$ cat config.mk
export PLATFORM = sky130hd
export DESIGN_NAME = mpwm_unit
export DESIGN_NICKNAME = d
export VERILOG_FILES = /design/src/rtl/mpwm_pkg.sv /design/src/rtl/mpwm_base.sv /design/src/rtl/mpwm_ch8.sv /design/src/rtl/mpwm_ch14.sv /design/src/rtl/mpwm_unit.sv
export SDC_FILE = /design/constraint.sdc
export NUM_CORES = 1
export LEC_CHECK = 0
export ABC_AREA = 1
export BUFFER_PORTS_ARGS = -buffer_cell sky130_fd_sc_hd__buf_2
export CAP_MARGIN = 30
export CORE_MARGIN = 8
export CORE_UTILIZATION = 45
export CTS_CLUSTER_SIZE = 20
export DETAILED_ROUTE_END_ITERATION = 7
export GPL_TIMING_DRIVEN = 1
export HOLD_SLACK_MARGIN = 0.08
export PLACE_DENSITY = 0.69
export SYNTH_ARGS = -nofsm -noshare
export SYNTH_HDL_FRONTEND = slang
export SYNTH_SLANG_ARGS = --single-unit
$ cat constraint.sdc
create_clock -name clk -period 3.2 [get_ports clk]
set_clock_uncertainty 0.15 [all_clocks]
set_input_delay 0.16 -clock clk [delete_from_list [all_inputs] [get_ports clk]]
set_output_delay 0.16 -clock clk [all_outputs]
set_load 0.1 [all_outputs]
$ cat src/rtl/mpwm_pkg.sv
package mpwm_pkg;

    localparam int BASE_W  = 8;
    localparam int EXT_W   = 6;
    localparam int CMP14_W = BASE_W + EXT_W;
    localparam logic [BASE_W-1:0] CNT_MAX   = '1;
    localparam logic [EXT_W-1:0]  FRAME_MAX = '1;

    // Timing information shared by every channel for the coming edge.
    typedef struct packed {
        logic              run;        // not frozen
        logic              wrap;       // counter is at its last count
        logic              frame_wrap; // last count of the last period in a frame
        logic [BASE_W-1:0] cnt_nxt;
        logic [EXT_W-1:0]  frame;
        logic [EXT_W-1:0]  frame_nxt;
    } tick_t;

    function automatic logic [EXT_W-1:0] bit_reverse(input logic [EXT_W-1:0] v);
        logic [EXT_W-1:0] r;
        for (int k = 0; k < EXT_W; k++) r[k] = v[EXT_W-1-k];
        return r;
    endfunction

    // High-time of one base period for a fine channel (may reach 256).
    function automatic logic [BASE_W:0] fine_threshold(input logic [CMP14_W-1:0] w,
                                                       input logic [EXT_W-1:0]   fr);
        logic [BASE_W:0] base;
        logic            extra;
        base  = {1'b0, w[CMP14_W-1:EXT_W]};
        extra = (bit_reverse(fr) < w[EXT_W-1:0]);
        return base + {{BASE_W{1'b0}}, extra};
    endfunction

endpackage

$ cat src/rtl/mpwm_base.sv
module mpwm_base
    import mpwm_pkg::*;
(
    input  logic  clk,
    input  logic  rst,
    input  logic  psave_i,
    output tick_t tick_o
);
    logic [BASE_W-1:0] cnt_q;
    logic [EXT_W-1:0]  frame_q;

    always_ff @(posedge clk) begin
        if (rst) begin
            cnt_q   <= CNT_MAX;
            frame_q <= FRAME_MAX;
        end else if (!psave_i) begin
            cnt_q <= cnt_q + 1'b1;
            if (cnt_q == CNT_MAX) frame_q <= frame_q + 1'b1;
        end
    end

    always_comb begin
        tick_o.run        = !psave_i;
        tick_o.wrap       = (cnt_q == CNT_MAX);
        tick_o.frame_wrap = (cnt_q == CNT_MAX) && (frame_q == FRAME_MAX);
        tick_o.cnt_nxt    = cnt_q + 1'b1;
        tick_o.frame      = frame_q;
        tick_o.frame_nxt  = frame_q + 1'b1;
    end
endmodule

$ cat src/rtl/mpwm_ch8.sv
module mpwm_ch8
    import mpwm_pkg::*;
(
    input  logic              clk,
    input  logic              rst,
    input  tick_t             tick,
    input  logic              en_i,
    input  logic [BASE_W-1:0] cmp_i,
    output logic              pwm_o
);
    logic out_q;

    always_ff @(posedge clk) begin
        if (rst)                        out_q <= 1'b0;
        else if (tick.run) begin
            if (!en_i)                  out_q <= 1'b0;
            else if (tick.wrap)         out_q <= (cmp_i != '0);
            else if (tick.cnt_nxt == cmp_i) out_q <= 1'b0;
        end
    end

    assign pwm_o = out_q;
endmodule

$ cat src/rtl/mpwm_ch14.sv
module mpwm_ch14
    import mpwm_pkg::*;
(
    input  logic               clk,
    input  logic               rst,
    input  tick_t              tick,
    input  logic               en_i,
    input  logic [CMP14_W-1:0] cmp_i,
    output logic               pwm_o
);
    logic [CMP14_W-1:0] shadow_q;
    logic [CMP14_W-1:0] shadow_eff;
    logic [BASE_W:0]    thr_now;
    logic [BASE_W:0]    thr_next_period;
    logic               out_q;

    always_comb begin
        shadow_eff      = (tick.run && tick.frame_wrap) ? cmp_i : shadow_q;
        thr_now         = fine_threshold(shadow_q, tick.frame);
        thr_next_period = fine_threshold(shadow_eff, tick.frame_nxt);
    end

    always_ff @(posedge clk) begin
        if (rst) begin
            shadow_q <= '0;
        end else if (tick.run && tick.frame_wrap) begin
            shadow_q <= cmp_i;
        end
    end

    always_ff @(posedge clk) begin
        if (rst)                        out_q <= 1'b0;
        else if (tick.run) begin
            if (!en_i)                  out_q <= 1'b0;
            else if (tick.wrap)         out_q <= (thr_next_period != '0);
            else if ({1'b0, tick.cnt_nxt} == thr_now) out_q <= 1'b0;
        end
    end

    assign pwm_o = out_q;
endmodule

$ cat src/rtl/mpwm_unit.sv
module mpwm_unit
    import mpwm_pkg::*;
#(
    parameter int N8  = 6,
    parameter int N14 = 2
) (
    input  logic                     clk,
    input  logic                     rst,
    input  logic                     psave_i,
    input  logic [N8+N14-1:0]        pwm_en_i,
    input  logic [N8*BASE_W-1:0]     cmp8_i,
    input  logic [N14*CMP14_W-1:0]   cmp14_i,
    output logic [N8+N14-1:0]        pwm_o
);
    tick_t tick;
    logic  base_wrap;

    mpwm_base u_base (
        .clk     (clk),
        .rst     (rst),
        .psave_i (psave_i),
        .tick_o  (tick)
    );

    assign base_wrap = tick.wrap && tick.run;

    for (genvar i = 0; i < N8; i++) begin : g_ch8
        mpwm_ch8 u_ch (
            .clk   (clk),
            .rst   (rst),
            .tick  (tick),
            .en_i  (pwm_en_i[i]),
            .cmp_i (cmp8_i[i*BASE_W +: BASE_W]),
            .pwm_o (pwm_o[i])
        );
    end

    for (genvar j = 0; j < N14; j++) begin : g_ch14
        mpwm_ch14 u_ch (
            .clk   (clk),
            .rst   (rst),
            .tick  (tick),
            .en_i  (pwm_en_i[N8+j]),
            .cmp_i (cmp14_i[j*CMP14_W +: CMP14_W]),
            .pwm_o (pwm_o[N8+j])
        );
    end
endmodule

==> metrics <==
Leakage=roughly 3.1 nW; Layout area overhead=35.28%; buffers added on ports=94; largest net degree at the start of global routing=30; fraction of layout cells with a size suffix above 1=a little over a fifth; Clock Pin Slew Worst Setup and Hold Paths=~0.11 ns; startpoint type of the worst setup path=flip-flop; core area=around 9600 µm²; # H-tree levels=2; CP Data Arrival Time=roughly 3.3 ns; nets=1000; CTS tree=done; clk sinks=50; Die H=between 100 and 150 µm; synthesized flop and latch total=50; placed insts=between 900 and 1000; total power=roughly 2.3 mW; DP HPWL=around 11000 µm; run status=finished with violations; switching share of power=between 30% and 40%; DRC=0; Clock Path Buffers=2; initial antenna violation count=0; global-route wire length before repair=between 20000 and 25000 µm; Synth Cell Area=about 4400 µm²; Synth async-reset ratio=0%; Inserted Diodes=0; Worst EP required=about 3.3 ns; sequential share of power=29.8%; Worst Setup SP=u_base.cnt_q[0]$_SDFFE_PP1N_; fin crit period=3.279 ns; post-synthesis area per instance=5.996 µm²; RSZ-0062 raised after global routing=true; CTS root buffer=clkbuf_8; cell family with most CP delay=simple AND/OR/NAND/NOR gates; total gr overflow=0; Clock power frac=a little under a quarter; Final Hold Vio Count=0; crit-path cells=ha_4 -> nand2_4 -> nor2_4 -> nand2_4 -> nor2_8 -> nand2_8 -> nand2_4 -> o21ai_2 -> ha_1 -> nand2_1 -> inv_1 -> nor2_2 -> o21ai_1 -> a21oi_2 -> ha_2 -> ha_4 -> nor3_2 -> nand3_1 -> nor2_1 -> nand3_1 -> nand3_2 -> a21oi_2; DRT Wirelength=14760 µm; hold wc startpoint=pwm_en_i[1]; cell mode on critical path=nand2_4; Power Density=slightly below 400 nW/µm²; crit share post-route=102.5%; Post-Syn Instances=731; Initial Utilization=between 40 and 50%; antenna-violating nets left=0; switching pwr=a little over 900 µW; leading area contributor after synthesis=dfxtp_1; Wirelength per Cell=around 15 µm; # setup viols final=2; Worst R2R Start=u_base.cnt_q[0]$_SDFFE_PP1N_; Seq/Total Area, Yosys=22.84%; vias in the first global route=between 4000 and 5000; drt pass-1 iters=5; number of buffers created by CTS=5; Chip Width=about 110 µm; post-synth top area share=around 23%; fmax=between 0.3 and 0.4 GHz; worst min-delay path class=input port to flip-flop; Mapped Nets=between 800 and 900; # IOs=95; # rows=36; DRT iter0 DRCs=between 300 and 400; slowest stage cell, crit path=dfxtp_4; setup ws final=-0.07887 ns; failing checks=setup timing; CP peak stage delay=~0.38 ns; RD Place Congestion=0.9078; slew margin rel.=about half; worst skew pair latency=roughly 0.31 ns; Die ar.=13150 µm²; worst vdd ir=roughly 0.27 mV; max capacitance violation total=0; Ys Warns=0; Post-synth EDFFs=0; synth unique cells=28; Setup Crit Path Kind=flip-flop to flip-flop; crit path capture type=flip-flop; Power Internal=1.408 mW; via count=slightly above 5000; CP max FO=5; Tot GR Track Use=between 20 and 25%; final cell count without fillers=just over 1000; top_reg_cell synth=dfxtp_1; filler instances=slightly below 900; Pins Over Slew Limit=0; dominant cells by area after synthesis=dfxtp_1 (23%), nand2_1 (20%), ha_1 (8.6%); CP Buf/Inv Count=1; Worst Tran Pin Value=between 0.7 and 0.8 ns; Via-to-Cell Ratio=5.028; Comb pwr share=47.1%
-- layout make-up --
cell class | instances | area [µm²] | area share (%)
tap | 133 | 166.4 | 2.807
inverter | 102 | 382.9 | 6.457
sequential | 50 | 1012 | 17.07
multi-input combinational | 557 | 3084 | 52.02
clock buffer | 7 | 107.6 | 1.815
timing repair buffer | 167 | 1146 | 19.33
clock inverter | 1 | 30.03 | 0.5064
-- per-layer routing --
metal  vias up  GRT usage (%)  wire length [µm]  share of wire, %
met4         0          8.406               337               2.3
met1      2290          25.17              6025                41
met3        28          3.481              1081               7.3
met5         -              0                 0                 0
li1       2624              -                 -                 -
met2       171          39.24              7313                50
-- cells in the mapped netlist, types with 2 or more instances --
cell type and instances:
nand2_1 230, inv_1 100, nor2_1 84, dfxtp_1 50, nand3_1 45, a21oi_1 36, o21ai_0 33, ha_1 30
xor2_1 17, nand4_1 15, nand3b_1 12, xnor2_1 11, nor3_1 10, buf_4 9, clkbuf_1 8, o21ai_1 8
nand2_2 6, nor4_1 6, buf_2 4, buf_6 3, nor2_4 3, o211ai_1 3, inv_2 2, nand2_4 2
-- through the flow --
stage / setup WS [ns] / hold WS, ns / cell area [µm²] / TNS, ns / utilization [%]
floorplan: -0.004665 / 0.1683 / 4434 / -0.004665 / -
global placement: -0.04165 / 0.2687 / 5131 / -0.06600 / 53.48
detailed placement: -0.1857 / 0.2783 / 5131 / -0.3306 / 53.48
CTS: -0.001557 / 0.08824 / 5699 / -0.001557 / 59.40
global route: -0.2239 / 0.1198 / 5929 / -0.4034 / 61.80
finish: -0.07887 / 0.08743 / 5929 / -0.1209 / 61.80
-- state kept, by name, summed over array words and instances (netlist names) --
signal                count
g_ch8.u_ch.pwm_o          6
u_base.frame_q            6
g_ch14.u_ch.shadow_q     28
u_base.cnt_q              8
g_ch14.u_ch.pwm_o         2
-- cells by family after synthesis --
logic type / Yosys count / synth area share (%)
AO/OA/AOI/OAI: 82 / 9.763
XOR/XNOR: 28 / 5.595
adder cells (fa/ha/maj): 30 / 8.564
buffers and inverters: 126 / 12.19
flip-flops: 50 / 22.84
AND/OR/NAND/NOR: 415 / 41.05
-- worst paths after layout --
check / endpoint / slack (ns) / cells after the start
max: g_ch14[0].u_ch.pwm_o$_SDFFE_PP0P_ / -0.08 / 22
max reg2reg: g_ch14[0].u_ch.pwm_o$_SDFFE_PP0P_ / -0.08 / 22
min reg2reg: g_ch8[4].u_ch.pwm_o$_SDFFE_PP0P_ / 0.32 / 2
min: g_ch8[1].u_ch.pwm_o$_SDFFE_PP0P_ / 0.09 / 5
-- timing repair --
item / 4_1_cts / 5_1_grt
cloned: 1 / 1
hold buffers: 36 / 0
pin swaps: 6 / 35
buffers inserted: 2 / 6
resized for setup: 9 / 34
setup endpoints to repair: 2 / 2
endpoints found under the hold margin: 37 / 0
-- power by group through the flow --
stage	combinational, mW	clock (mW)	sequential [mW]
after floorplan	0.638	0	0.705
after global placement	0.899	0	0.705
after detailed placement	0.926	0	0.707
after CTS	1.01	0.541	0.693
after global routing	1.22	0.559	0.699
final	1.10	0.539	0.693
-- worst register-to-register path, stage by stage (launching register included) --
cell and delay [ns]:
dfxtp_4 0.38, ha_4 0.15, nand2_4 0.06, nor2_4 0.14, nand2_4 0.08, nor2_8 0.22, nand2_8 0.11, nand2_4 0.08
o21ai_2 0.05, ha_1 0.30, nand2_1 0.07, inv_1 0.04, nor2_2 0.10, o21ai_1 0.09, a21oi_2 0.14, ha_2 0.22
ha_4 0.20, nor3_2 0.10, nand3_1 0.09, nor2_1 0.11, nand3_1 0.11, nand3_2 0.10, a21oi_2 0.06
-- layout by cell type (no fill, tap or decap), types with 6 or more instances in the layout --
master,synthesis,layout
a21oi_1,36,30
a21oi_2,0,6
buf_2,4,94
buf_4,9,34
clkbuf_8,0,6
dfxtp_1,50,45
dlygate4sd3_1,0,36
ha_1,30,21
inv_1,100,99
nand2_1,230,226
nand2_2,6,6
nand2_4,2,6
nand3_1,45,43
nand3b_1,12,12
nand4_1,15,15
nor2_1,84,83
nor3_1,10,7
nor4_1,6,6
o21ai_0,33,21
o21ai_1,8,14
xnor2_1,11,11
xor2_1,17,17
No activity file was read; power rests on OpenSTA's default activity.
